`config.mk`:
```
export PLATFORM = sky130hd
export DESIGN_NAME = gdrv_guard
export DESIGN_NICKNAME = d
export VERILOG_FILES = /design/src/rtl/gdrv_guard.sv
export SDC_FILE = /design/constraint.sdc
export NUM_CORES = 1
export LEC_CHECK = 0
export CAP_MARGIN = 30
export CORE_AREA = 2 2 81 83
export CTS_CLUSTER_SIZE = 25
export DETAILED_ROUTE_END_ITERATION = 7
export DIE_AREA = 0 0 83 85
export PLACE_DENSITY = 0.59
export SETUP_SLACK_MARGIN = 0.5
export SLEW_MARGIN = 20
export SYNTH_ARGS = -nofsm -noshare
export SYNTH_HDL_FRONTEND = slang
export SYNTH_SLANG_ARGS = --single-unit
```
`constraint.sdc`:
```
create_clock -name clk -period 3.11 [get_ports clk]
set_input_delay 0.622 -clock clk [delete_from_list [all_inputs] [get_ports clk]]
set_output_delay 0.622 -clock clk [all_outputs]
set_load 0.03 [all_outputs]
```
`src/rtl/gdrv_guard.sv`:
```
module gdrv_guard #(
  parameter int NPAIR = 3,
  parameter int DT_W  = 8
) (
  input  logic             clk,
  input  logic             rst_n,
  input  logic             ilk_en,
  input  logic [DT_W-1:0]  dead_cnt,
  input  logic [NPAIR-1:0] hi_cmd,
  input  logic [NPAIR-1:0] lo_cmd,
  input  logic             aux_cmd,
  input  logic             uv_set,
  input  logic             uv_rel,
  input  logic [NPAIR:0]   oc_flag,
  input  logic             clr,
  output logic [NPAIR-1:0] hi_drv,
  output logic [NPAIR-1:0] lo_drv,
  output logic             aux_drv,
  output logic [NPAIR:0]   loc_err,
  output logic             err_out
);

  logic             uv_lock;
  logic [NPAIR-1:0] nh, nl;

  wire oc_any = |oc_flag;
  wire blk    = uv_set | uv_lock | err_out | oc_any;
  wire clr_ok = clr & ~oc_any & ~uv_lock & ~uv_set;

  for (genvar i = 0; i < NPAIR; i++) begin : g_pair
    logic [DT_W-1:0] cnt;
    wire both = hi_cmd[i] & lo_cmd[i];
    wire idle = (cnt == '0);
    wire wh   = hi_cmd[i] & ~both;
    wire wl   = lo_cmd[i] & ~both;

    assign nh[i] = ~blk & (ilk_en ? (wh & ~lo_drv[i] & idle) : hi_cmd[i]);
    assign nl[i] = ~blk & (ilk_en ? (wl & ~hi_drv[i] & idle) : lo_cmd[i]);

    always_ff @(posedge clk or negedge rst_n) begin
      if (!rst_n)
        cnt <= '0;
      else if ((hi_drv[i] & ~nh[i]) | (lo_drv[i] & ~nl[i]))
        cnt <= dead_cnt;
      else if (!idle)
        cnt <= cnt - 1'b1;
    end
  end

  always_ff @(posedge clk or negedge rst_n) begin
    if (!rst_n) begin
      hi_drv  <= '0;
      lo_drv  <= '0;
      aux_drv <= 1'b0;
    end else begin
      hi_drv  <= nh;
      lo_drv  <= nl;
      aux_drv <= ~blk & aux_cmd;
    end
  end

  always_ff @(posedge clk or negedge rst_n) begin
    if (!rst_n)
      uv_lock <= 1'b1;
    else if (uv_set)
      uv_lock <= 1'b1;
    else if (uv_rel)
      uv_lock <= 1'b0;
  end

  always_ff @(posedge clk or negedge rst_n) begin
    if (!rst_n) begin
      loc_err <= '0;
      err_out <= 1'b0;
    end else if (clr_ok) begin
      loc_err <= '0;
      err_out <= 1'b0;
    end else begin
      loc_err <= loc_err | oc_flag;
      err_out <= err_out | oc_any;
    end
  end

endmodule

```
# After elaboration in Yosys (flattened, before gate mapping)
# Index checks and enable logic that the tools add are counted.
# word_totals
input_bits	25
ff_bits	37
word_cells	100
# op_classes
mux	16
eq_ne	3
bitwise	64
add_sub_neg	3
n_reduce_logical	5
# ops
operator	count
$mux 8	6
$and 1x1->1	37
$logic_not 8->1	3
$sub 8x1->8 const B	3
$not 1->1	19
$mux 1	9
$or 1x1->1	7
$ne 2x1->1 const B	3
$mux 4	1
$or 4x4->4	1
$reduce_or 4->1	1
$reduce_bool 2->1	1

# Depth between registers and ports, before layout
# Gate-level depths: netlist of the first run.
# logic_depth
ltp_word	11
mapped_depth	7
mapped_depth_nobuf	7

# Worst setup path before layout of the first run
# OpenSTA, ideal clock, no wires.
# synth_timing
path_type	input-to-reg
start	input oc_flag[0]
end	register g_pair[0].cnt[0]
required_ns	2.985
slack_ns	0.740
t_arrival_ns	2.245
setup_time_ns	0.125
n_path_buf	0
cell_stages	5
path_cell_list	nor4_4 nand3_2 a22o_1 a311oi_4 mux2_2
# synth_between
elab_chain_len	8
# synth_lines
element	line	source
start, declared	14	input logic [NPAIR:0] oc_flag,
$reduce_or 4->1 (*)	26	wire oc_any = |oc_flag;
$or 1x1->1 (*)	27	wire blk = uv_set | uv_lock | err_out | oc_any;
$not 1->1 (*)	37, 38	
$and 1x1->1 (on tied branches)	37, 38	
$not 1->1	43	else if ((hi_drv[i] & ~nh[i]) | (lo_drv[i] & ~nl[i]))
$and 1x1->1	43	
$or 1x1->1 (*)	43	
$ne 2x1->1 (no line) or $mux 8 (tied branches)	--	
end signal, assigned	44	cnt <= dead_cnt;
end signal, assigned	46	cnt <= cnt - 1'b1;
end, declared	31	logic [DT_W-1:0] cnt;
# Mark *: on every way between the ends. The rest lies on a longest branch, timed or not.
# A chain may end at the register's enable or synchronous reset.

# Worst setup path in the final report of the first run
# layout_timing
start	input oc_flag[2]
end	register g_pair[0].cnt[7]
# The elaborated chain is that of the path after synthesis.

==> results of run 1 <==
[state kept, by name, summed over array words and instances, names as in the netlist]
| register | count |
|---|---|
| lo_drv | 3 |
| aux_drv | 1 |
| uv_lock | 1 |
| err_out | 1 |
| loc_err | 4 |
| hi_drv | 3 |
| g_pair.cnt | 24 |
[where the power goes]
group / total, mW / internal (mW) / switching (mW) / leakage (nW)
clock: 0.360 / 0.180 / 0.180 / 0.0445
sequential: 0.814 / 0.645 / 0.169 / 0.441
combinational: 0.748 / 0.415 / 0.333 / 0.639
total: 1.92 / 1.24 / 0.682 / 1.12
[metal layers]
layer  up-vias  track usage [%]  wire length, um
li1        835                -                -
met1       820             20.6             2450
met2        46             21.0             2040
met3         5             3.70              242
met4         0             3.13               41
met5         -                0                0
[cells in the final DEF, fill, tap and decap left out, types with 2 or more instances in the layout]
cell type        instances
a21o_1                   3
a21oi_1                 13
and2_1                   2
buf_4                    9
clkbuf_8                 6
clkdlybuf4s50_1         35
dfrtp_1                 36
ha_1                     5
inv_1                    9
mux2_2                  23
mux2i_1                  5
nand2_1                 13
nand3_1                 12
nor2_1                  17
nor3_1                   9
nor3b_1                  3
nor4_1                   3
o21a_1                   4
o21ai_0                  3
o2bb2ai_1                3
or3_1                    2
xnor2_1                  5
[cells by family (layout without fill, tap and decap cells)]
group | after synthesis | count (layout)
AND/OR/NAND/NOR | 74 | 74
AO/OA/AOI/OAI | 38 | 38
flip-flops | 37 | 37
multiplexers | 28 | 28
buffers and inverters | 11 | 64
adder cells (fa/ha/maj) | 6 | 6
XOR/XNOR | 6 | 6
[how the worst max path moves through the flow]
| stage | to | slack, ns | cells past startpoint |
|---|---|---|---|
| floorplan | g_pair[0].cnt[0] | 0.74 | 5 |
| global placement | g_pair[0].cnt[6] | 0.17 | 6 |
| detailed placement | g_pair[0].cnt[7] | 0.11 | 6 |
| CTS | g_pair[2].cnt[6] | 0.51 | 7 |
| global route | g_pair[0].cnt[3] | 0.51 | 8 |
| finish | g_pair[0].cnt[7] | 0.58 | 8 |
[timing repair]
item | CTS | global route
gates resized for setup | 0 | 4
buffers inserted | 1 | 2
pin swaps | 1 | 2
setup endpoints to repair | 7 | 22
[critical path, stage by stage]
cell	delay (ns)
clkdlybuf4s50_1	0.47
nor4_4	0.29
buf_4	0.18
nand3_2	0.08
a22o_1	0.26
a311oi_4	0.31
buf_12	0.17
mux2_2	0.33
[metrics by stage]
step,cells,area (um2),utilization [%]
finish,330,2740,44.2
global route,330,2740,44.2
CTS,328,2710,43.7
detailed placement,319,2600,41.9
global placement,319,2600,41.9
floorplan,200,2100,-
[layout make-up]
type	instances	share of cell area [%]
Sequential cell	37	33.8
Clock inverter	1	0.274
Clock buffer	7	3.15
Inverter	10	1.37
Timing Repair Buffer	46	16.2
Tap cell	77	3.51
Multi-Input combinational cell	152	41.7
==> flow_summary.yaml, run 1 <==
status:
  status: "complete, no violations"
synthesis:
  synth_xor_area_share_pct: 2.50
  synth_commonest_cells: "dfrtp_1 (36), mux2_2 (23), nor2_1 (17)"
  async_reset_ff_share_pct: 100
  synth_cells: 200
  syn_avg_cell_area_um2: 10.5
  syn_area_mm2: 0.00210
  synthAdderAreaFrac_pct: 3.58
  synth_compound_area_share_pct: 13.3
  seq_area_frac_synth_pct: 44.2
  synth_top_area_share_pct: 42.9
  ys_types: 45
  synth_top_family_by_area: "simple AND/OR/NAND/NOR gates"
  yosys.area_share.simple_pct: 19.7
  synth_edf_count: 0
  synth_most_common_cell: "dfrtp_1"
  synthMuxAreaShare_pct: 14.7
  synthTopCellsByArea: "dfrtp_1 (43%), mux2_2 (12%), ha_1 (3.6%), a21oi_1 (3.1%), nor2_1 (3.0%)"
  ys_ff_latch: 37
  ys_warn_count: 0
  synth-main-ff-cell: "dfrtp_1"
  synth_fp_nets: 231
  synth_largest_area_cell: "dfrtp_1"
floorplanning:
  io_pins: 37
  fp.dieH_um: 85
  start_util_pct: 33.8
  die_area_mm2: 0.00706
  die_w_um: 83
  coreArea_mm2: 0.00620
  num_rows: 29
setup_path:
  crit_path_max_fanout: 8
  r2r_end: "g_pair[0].cnt[7]"
  crit_required_ns: 3.29
  r2r_cells: 8
  worstPathArrival_ns: 2.71
  r2r-start: "g_pair[0].cnt[1]"
  start_kind: "input pin"
  crit_start: "oc_flag[2]"
  regToRegSetupSlack_ns: 0.70
  crit_type: "in2reg"
  worstSetupEndpointType: "flop"
clock_tree:
  hold_buffers: 0
  tritoncts: "done"
  cts_root_buf: "clkbuf_8"
  cts_buffer_depth: 2
  clk_pin_slew_worst_paths_ns: 0.08
  htree_levels: 2
  insertion_delay_ns: 0.29
  cts_buffers: 5
  cts_sinks: 37
layout:
  drive_gt1_share_pct: 22.1
  syn_to_final_growth_pct: 30.6
  ff_latch_area_um2: 927
  fill_cells: 590
  n_antenna_cell: 0
  nets: 283
  multiInputGateArea_mm2: 0.00114
sta:
  period_minus_slack_ns: 2.53
  hold_violations: 0
  hold_ws_ns: 0.438
  drv_slew: 0
  clock_skew_ns: 0.00764
  finalSetupViolCount: 0
  fin_crit_sh_pct: 81.5
  worst_pin_slew_ns: 0.865
  rsz0062_at_grt: "no"
  relSlewSlack_pct: 42.4
  tns_ns: 0
  worst_slack_ns: 0.576
  fmax_mhz: 395
global_route:
  grt.overflow.total: 0
  grt_max_degree: 38
  antenna_found_initial: 0
  grt_pass1_wl_um: 8000
  grt_pass1_vias: 1608
  grtUsageTotal_pct: 14.1
placement:
  dp_slack_ns: 0.113
  hpwl_um: 3560
  place.gp.congestion: 0.794
  io_buffers: 36
power:
  p_per_area_mw_per_mm2: 701
  ir_worst_vdd_mv: 0.275
  finalPower_mw: 1.92
  leakagePower_nw: 1.12
detailed_routing:
  ant_nets: 0
  routedWlPerCell_um: 14.5
  vias: 1706
  wl_um: 4780
  drc_errors: 0
  drt-initial-drc-count: 126
  viasPerCell: 5.17
  detailedRoute.firstPassIterationCount: 4
min_path:
  hold_class: "in2async"
flow_run:
  cap_violations: 0
(Power assumes the default switching activity.)
==> run 2, diff against run 1 <==
Settings changed: PLACE_DENSITY 0.59 to 0.61.
Clock period 3.11 ns to 2.3 ns, I/O delays scaled along.
==> run 2 against run 1 <==
The run now ends with negative setup slack left; design area grew 22%; sequential share of layout area is 6.2 points lower; clock power is 29% higher; flip-flop and latch count stayed put; global-route usage up 1.8 points; final cell count rose by 14%; highest routed layer unchanged.
==> flow_summary.yaml, run 2 (same netlist as run 1, synthesis figures left out) <==
setup_path:
  worstSetupEndpointType: "flop"
  regToRegSetupSlack_ns: -0.01
  worstPathArrival_ns: 2.50
  r2r-start: "g_pair[0].cnt[0]"
  worstPathCellList: "inv_2, ha_4, nor3b_4, nand3_4, o311a_4, a311oi_4, buf_12, mux2_2"
  r2r_cells: 8
  critical_path.max_stage_delay_ns: 0.40
  crit_path_max_fanout: 8
  start_kind: "flop"
  crit_type: "reg2reg"
  crit_required_ns: 2.48
  r2r_end: "g_pair[0].cnt[0]"
  crit_slowest_cell: "dfrtp_1"
clock_tree:
  cts_buffers: 5
  tritoncts: "done"
  cts_sinks: 37
  clk_pin_slew_worst_paths_ns: 0.08
  htree_levels: 2
  insertion_delay_ns: 0.29
  cts_root_buf: "clkbuf_8"
  cts_buffer_depth: 2
  hold_buffers: 0
layout:
  mostFrequentLayoutCell: "buf_4"
  syn_to_final_growth_pct: 59.8
  ff_latch_area_um2: 927
  top_regs: "g_pair.cnt: 24 flops, loc_err: 4 flops"
  multiInputGateArea_mm2: 0.00139
  largest_reg_flops: 24
  final_area_mm2: 0.00336
  layout_common_cells: "buf_4 (49), dfrtp_1 (36), clkdlybuf4s50_1 (19)"
  drive_gt1_share_pct: 43.1
  finish.utilization_pct: 54.1
  nets: 329
  n_antenna_cell: 0
  fin_cells: 376
  fill_cells: 535
  regMostFlops: "g_pair.cnt"
floorplanning:
  coreArea_mm2: 0.00620
  num_rows: 29
  start_util_pct: 33.8
  io_pins: 37
  die_w_um: 83
  die_area_mm2: 0.00706
  fp.dieH_um: 85
global_route:
  grt_max_degree: 25
  grtUsageTotal_pct: 15.9
  grt_pass1_vias: 1924
  grt.overflow.total: 0
  antenna_found_initial: 0
  grt_pass1_wl_um: 9100
sta:
  hold_violations: 0
  worst_pin_slew_ns: 0.555
  worst_slack_ns: -0.0147
  fmax_mhz: 432
  rsz0062_at_grt: "yes"
  clock_skew_ns: 0.00572
  drv_slew: 0
  finalSetupViolCount: 4
  relSlewSlack_pct: 63.0
  fin_crit_sh_pct: 101
  period_minus_slack_ns: 2.31
power:
  netSwitchingFraction_pct: 36.0
  leakagePower_nw: 1.44
  pwr-share-seq_pct: 35.8
  switching_power_mw: 1.16
  ir_worst_vdd_mv: 0.374
  pwr-share-clk_pct: 14.4
  cell_internal_pwr_mw: 2.06
  p_per_area_mw_per_mm2: 958
  pwr-share-comb_pct: 49.8
detailed_routing:
  ant_nets: 0
  wl_um: 5620
  drc_errors: 0
  viasPerCell: 5.01
  drt-initial-drc-count: 112
  vias: 1884
  detailedRoute.firstPassIterationCount: 4
  routedWlPerCell_um: 14.9
placement:
  hpwl_um: 3850
  place.gp.congestion: 0.839
  dp_slack_ns: -0.439
  io_buffers: 36
  dp_cells: 332
  place_area_mm2: 0.00277
status:
  violations: "negative setup slack"
  status: "complete, but fails checks"
flow_run:
  cap_violations: 0
min_path:
  hold_class: "in2async"
==> run 2: changes by cell type in the layout (fill, tap and decap cells not counted), moves of 3 or more <==
cell | before | now
clkdlybuf4s50_1 | 35 | 19
inv_2 | 1 | 6
buf_6 | 0 | 6
ha_4 | 0 | 3
mux2_4 | 0 | 14
dlygate4sd2_1 | 0 | 9
inv_1 | 9 | 4
dlymetal6s2s_1 | 0 | 3
buf_4 | 9 | 49
nand3_4 | 1 | 4
mux2_2 | 23 | 9
nand3_2 | 1 | 4
nand3_1 | 12 | 6
==> run 2: routing by layer <==
metal  GRT usage [%]  up-vias  part of all wire [%]
li1                -      927                     -
met1            20.9      903                    44
met2            26.5       47                    50
met3            4.18        7                   5.4
met4            3.58        0                  0.84
met5               0        -                     0
==> run 2: worst max-delay path by stage <==
stage	to	slack (ns)	cells past startpoint	startpoint
5_1_grt	g_pair[0].cnt[7]	-0.09	8	g_pair[0].cnt[0]
3_3_place_gp	g_pair[1].cnt[6]	-0.41	7	oc_flag[2]
6_report	g_pair[0].cnt[0]	-0.01	8	g_pair[0].cnt[0]
2_1_floorplan	g_pair[0].cnt[0]	0.03	7	g_pair[0].cnt[0]
3_5_place_dp	g_pair[1].cnt[0]	-0.44	7	oc_flag[2]
4_1_cts	g_pair[0].cnt[6]	-0.05	8	g_pair[0].cnt[0]
==> run 2: worst max-delay path: cells and delay by family (launching register included) <==
family	cells	cell delay, ns
AO/OA/AOI/OAI	2	0.64
adder cells (fa/ha/maj)	1	0.14
buffers and inverters	2	0.26
flip-flops	1	0.40
multiplexers	1	0.33
AND/OR/NAND/NOR	2	0.44
==> run 2: through the flow <==
| stage | total power, mW | setup TNS [ns] | hold slack (ns) |
|---|---|---|---|
| 2_1_floorplan | 1.89 | 0 | 0.164 |
| 3_3_place_gp | 2.21 | -6.49 | 0.472 |
| 3_5_place_dp | 2.24 | -7.24 | 0.470 |
| 4_1_cts | 3.11 | -0.248 | 0.170 |
| 5_1_grt | 3.45 | -0.523 | 0.183 |
| 6_report | 3.21 | -0.0430 | 0.154 |
==> run 2: timing repair <==
action | in CTS | in global routing
gates cloned | 0 | 0
pin swaps | 15 | 7
buffers inserted | 25 | 11
gates resized for setup | 69 | 9
endpoints found under the setup margin | 32 | 27
==> run 2: area by class of cell <==
class / count / share of cell area, %
tap: 77 / 2.87
sequential: 37 / 27.6
clock buffer: 6 / 2.16
inverter: 10 / 1.12
multi-input combinational: 152 / 41.5
timing repair buffer: 92 / 24.2
clock inverter: 2 / 0.447
==> run 2: power groups by stage <==
stage / Combinational [mW] / Clock [mW] / Sequential [mW]
after CTS: 1.49 / 0.473 / 1.15
after global placement: 1.09 / 0 / 1.13
after detailed placement: 1.11 / 0 / 1.13
after floorplan: 0.808 / 0 / 1.08
final: 1.60 / 0.463 / 1.15
after global routing: 1.75 / 0.506 / 1.19
==> run 3, diff against run 2 <==
Settings changed: CAP_MARGIN 30 to 15, CTS_BUF_LIST set to sky130_fd_sc_hd__clkbuf_8 sky130_fd_sc_hd__clkbuf_16.
==> run 3 against run 2 <==
Critical endpoint unchanged; design area unchanged; flip-flop and latch count unchanged; the flow still finishes with violations (negative setup slack); worst hold slack is essentially flat; count of clock-buffer cells in the layout fell by 1; combinational power barely moved; worst setup slack unchanged; register-to-register slack about the same; die area stayed put.
==> flow_summary.yaml, run 3 (same netlist as run 1, synthesis figures left out) <==
status:
  status: "complete, but fails checks"
  violations: "negative setup slack"
placement:
  io_buffers: 36
  place.gp.congestion: 0.839
  dp_cells: 332
  dp_slack_ns: -0.439
  hpwl_um: 3850
clock_tree:
  clk_pin_slew_worst_paths_ns: 0.08
  hold_buffers: 0
  cts_sinks: 37
  tritoncts: "done"
  cts_buffers: 5
  htree_levels: 2
  cts_buffer_depth: 2
  insertion_delay_ns: 0.29
  cts_root_buf: "clkbuf_8"
setup_path:
  cp_top_family: "compound AO/OA/AOI/OAI gates"
  worstSetupEndpointType: "flop"
  crit_start: "g_pair[0].cnt[0]"
  crit_slowest_cell: "dfrtp_1"
  r2r-start: "g_pair[0].cnt[0]"
  crit_type: "reg2reg"
  worstPathArrival_ns: 2.50
  critical_path.max_stage_delay_ns: 0.40
  start_kind: "flop"
  r2r_end: "g_pair[0].cnt[0]"
  worst-path-buf-inv: 2
  crit_path_max_fanout: 8
  r2r_cells: 8
  crit_required_ns: 2.48
  worstPathCellList: "inv_2, ha_4, nor3b_4, nand3_4, o311a_4, a311oi_4, buf_12, mux2_2"
  regToRegSetupSlack_ns: -0.01
detailed_routing:
  vias: 1883
  ant_nets: 0
  detailedRoute.firstPassIterationCount: 4
  viasPerCell: 5.01
  drc_errors: 0
  routedWlPerCell_um: 14.9
  drt-initial-drc-count: 112
  wl_um: 5620
sta:
  worst_pin_slew_ns: 0.555
  drv_slew: 0
  rsz0062_at_grt: "yes"
  fmax_mhz: 432
  finalSetupViolCount: 4
  period_minus_slack_ns: 2.31
  clock_skew_ns: 0.00621
  worst_slack_ns: -0.0147
  relSlewSlack_pct: 63.0
  hold_violations: 0
  fin_crit_sh_pct: 101
layout:
  mostFrequentLayoutCell: "buf_4"
  top_regs: "g_pair.cnt: 24 flops, loc_err: 4 flops"
  syn_to_final_growth_pct: 59.8
  fill_cells: 535
  n_antenna_cell: 0
  nets: 329
  layout_common_cells: "buf_4 (49), dfrtp_1 (36), clkdlybuf4s50_1 (19)"
  fin_cells: 376
  largest_reg_flops: 24
  regMostFlops: "g_pair.cnt"
  drive_gt1_share_pct: 43.1
  finish.utilization_pct: 54.1
global_route:
  antenna_found_initial: 0
  grt_pass1_wl_um: 9100
  grt_pass1_vias: 1924
  grt.overflow.total: 0
  grt_max_degree: 25
  grtUsageTotal_pct: 15.9
min_path:
  hold_class: "in2async"
flow_run:
  cap_violations: 0
floorplanning:
  num_rows: 29
  coreArea_mm2: 0.00620
  io_pins: 37
  fp.dieH_um: 85
  die_w_um: 83
  start_util_pct: 33.8
  die_area_mm2: 0.00706
power:
  p_per_area_mw_per_mm2: 957
  leakagePower_nw: 1.45
  ir_worst_vdd_mv: 0.374
-- run 3: worst register-to-register path, stage by stage (launching register included) --
cell and delay [ns]:
dfrtp_1 0.40, inv_2 0.09, ha_4 0.14, nor3b_4 0.29, nand3_4 0.15, o311a_4 0.34, a311oi_4 0.30, buf_12 0.17
mux2_2 0.33
-- run 3: layout make-up --
cell class / instances / area, um2 / share of cell area [%]
multi-input cells: 152 / 1390 / 41.5
flip-flops and latches: 37 / 927 / 27.6
repair buffers: 92 / 813 / 24.2
well taps: 77 / 96.3 / 2.87
clock buffers: 5 / 68.8 / 2.05
inverters: 10 / 37.5 / 1.12
clock inverters: 3 / 18.8 / 0.559
-- run 3: where the power goes --
| part | leakage, nW | internal [mW] | switching (mW) | total [mW] |
|---|---|---|---|---|
| Combinational | 0.966 | 0.972 | 0.629 | 1.60 |
| Sequential | 0.441 | 0.871 | 0.279 | 1.15 |
| Clock | 0.0416 | 0.209 | 0.250 | 0.459 |
-- run 3: worst max-delay path by stage --
| stage | end | slack, ns | cells after the start |
|---|---|---|---|
| 2_1_floorplan | g_pair[0].cnt[0] | 0.03 | 7 |
| 3_3_place_gp | g_pair[1].cnt[6] | -0.41 | 7 |
| 3_5_place_dp | g_pair[1].cnt[0] | -0.44 | 7 |
| 4_1_cts | g_pair[0].cnt[6] | -0.05 | 8 |
| 5_1_grt | g_pair[0].cnt[7] | -0.09 | 8 |
| 6_report | g_pair[0].cnt[0] | -0.01 | 8 |
-- run 3: metrics by stage --
step / instance area (um2) / hold slack, ns / setup TNS (ns) / total power, mW
after CTS: 3230 / 0.170 / -0.247 / 3.11
after detailed placement: 2770 / 0.470 / -7.24 / 2.24
after floorplan: 2160 / 0.164 / 0 / 1.89
after global routing: 3360 / 0.183 / -0.523 / 3.44
after global placement: 2770 / 0.472 / -6.49 / 2.21
final: 3360 / 0.153 / -0.0430 / 3.21
-- run 3: repair_timing --
| action | 4_1_cts | 5_1_grt |
|---|---|---|
| resized for setup | 69 | 9 |
| buffers inserted | 25 | 11 |
| setup endpoints to repair | 32 | 27 |
| hold endpoints to repair | 0 | 0 |
| pin swaps | 15 | 7 |
-- run 3: layer usage --
layer | up-vias | track usage [%] | wire [um]
met4 | 0 | 3.58 | 47
li1 | 927 | - | -
met2 | 47 | 26.5 | 2790
met5 | - | 0 | 0
met1 | 902 | 20.9 | 2480
met3 | 7 | 4.18 | 302
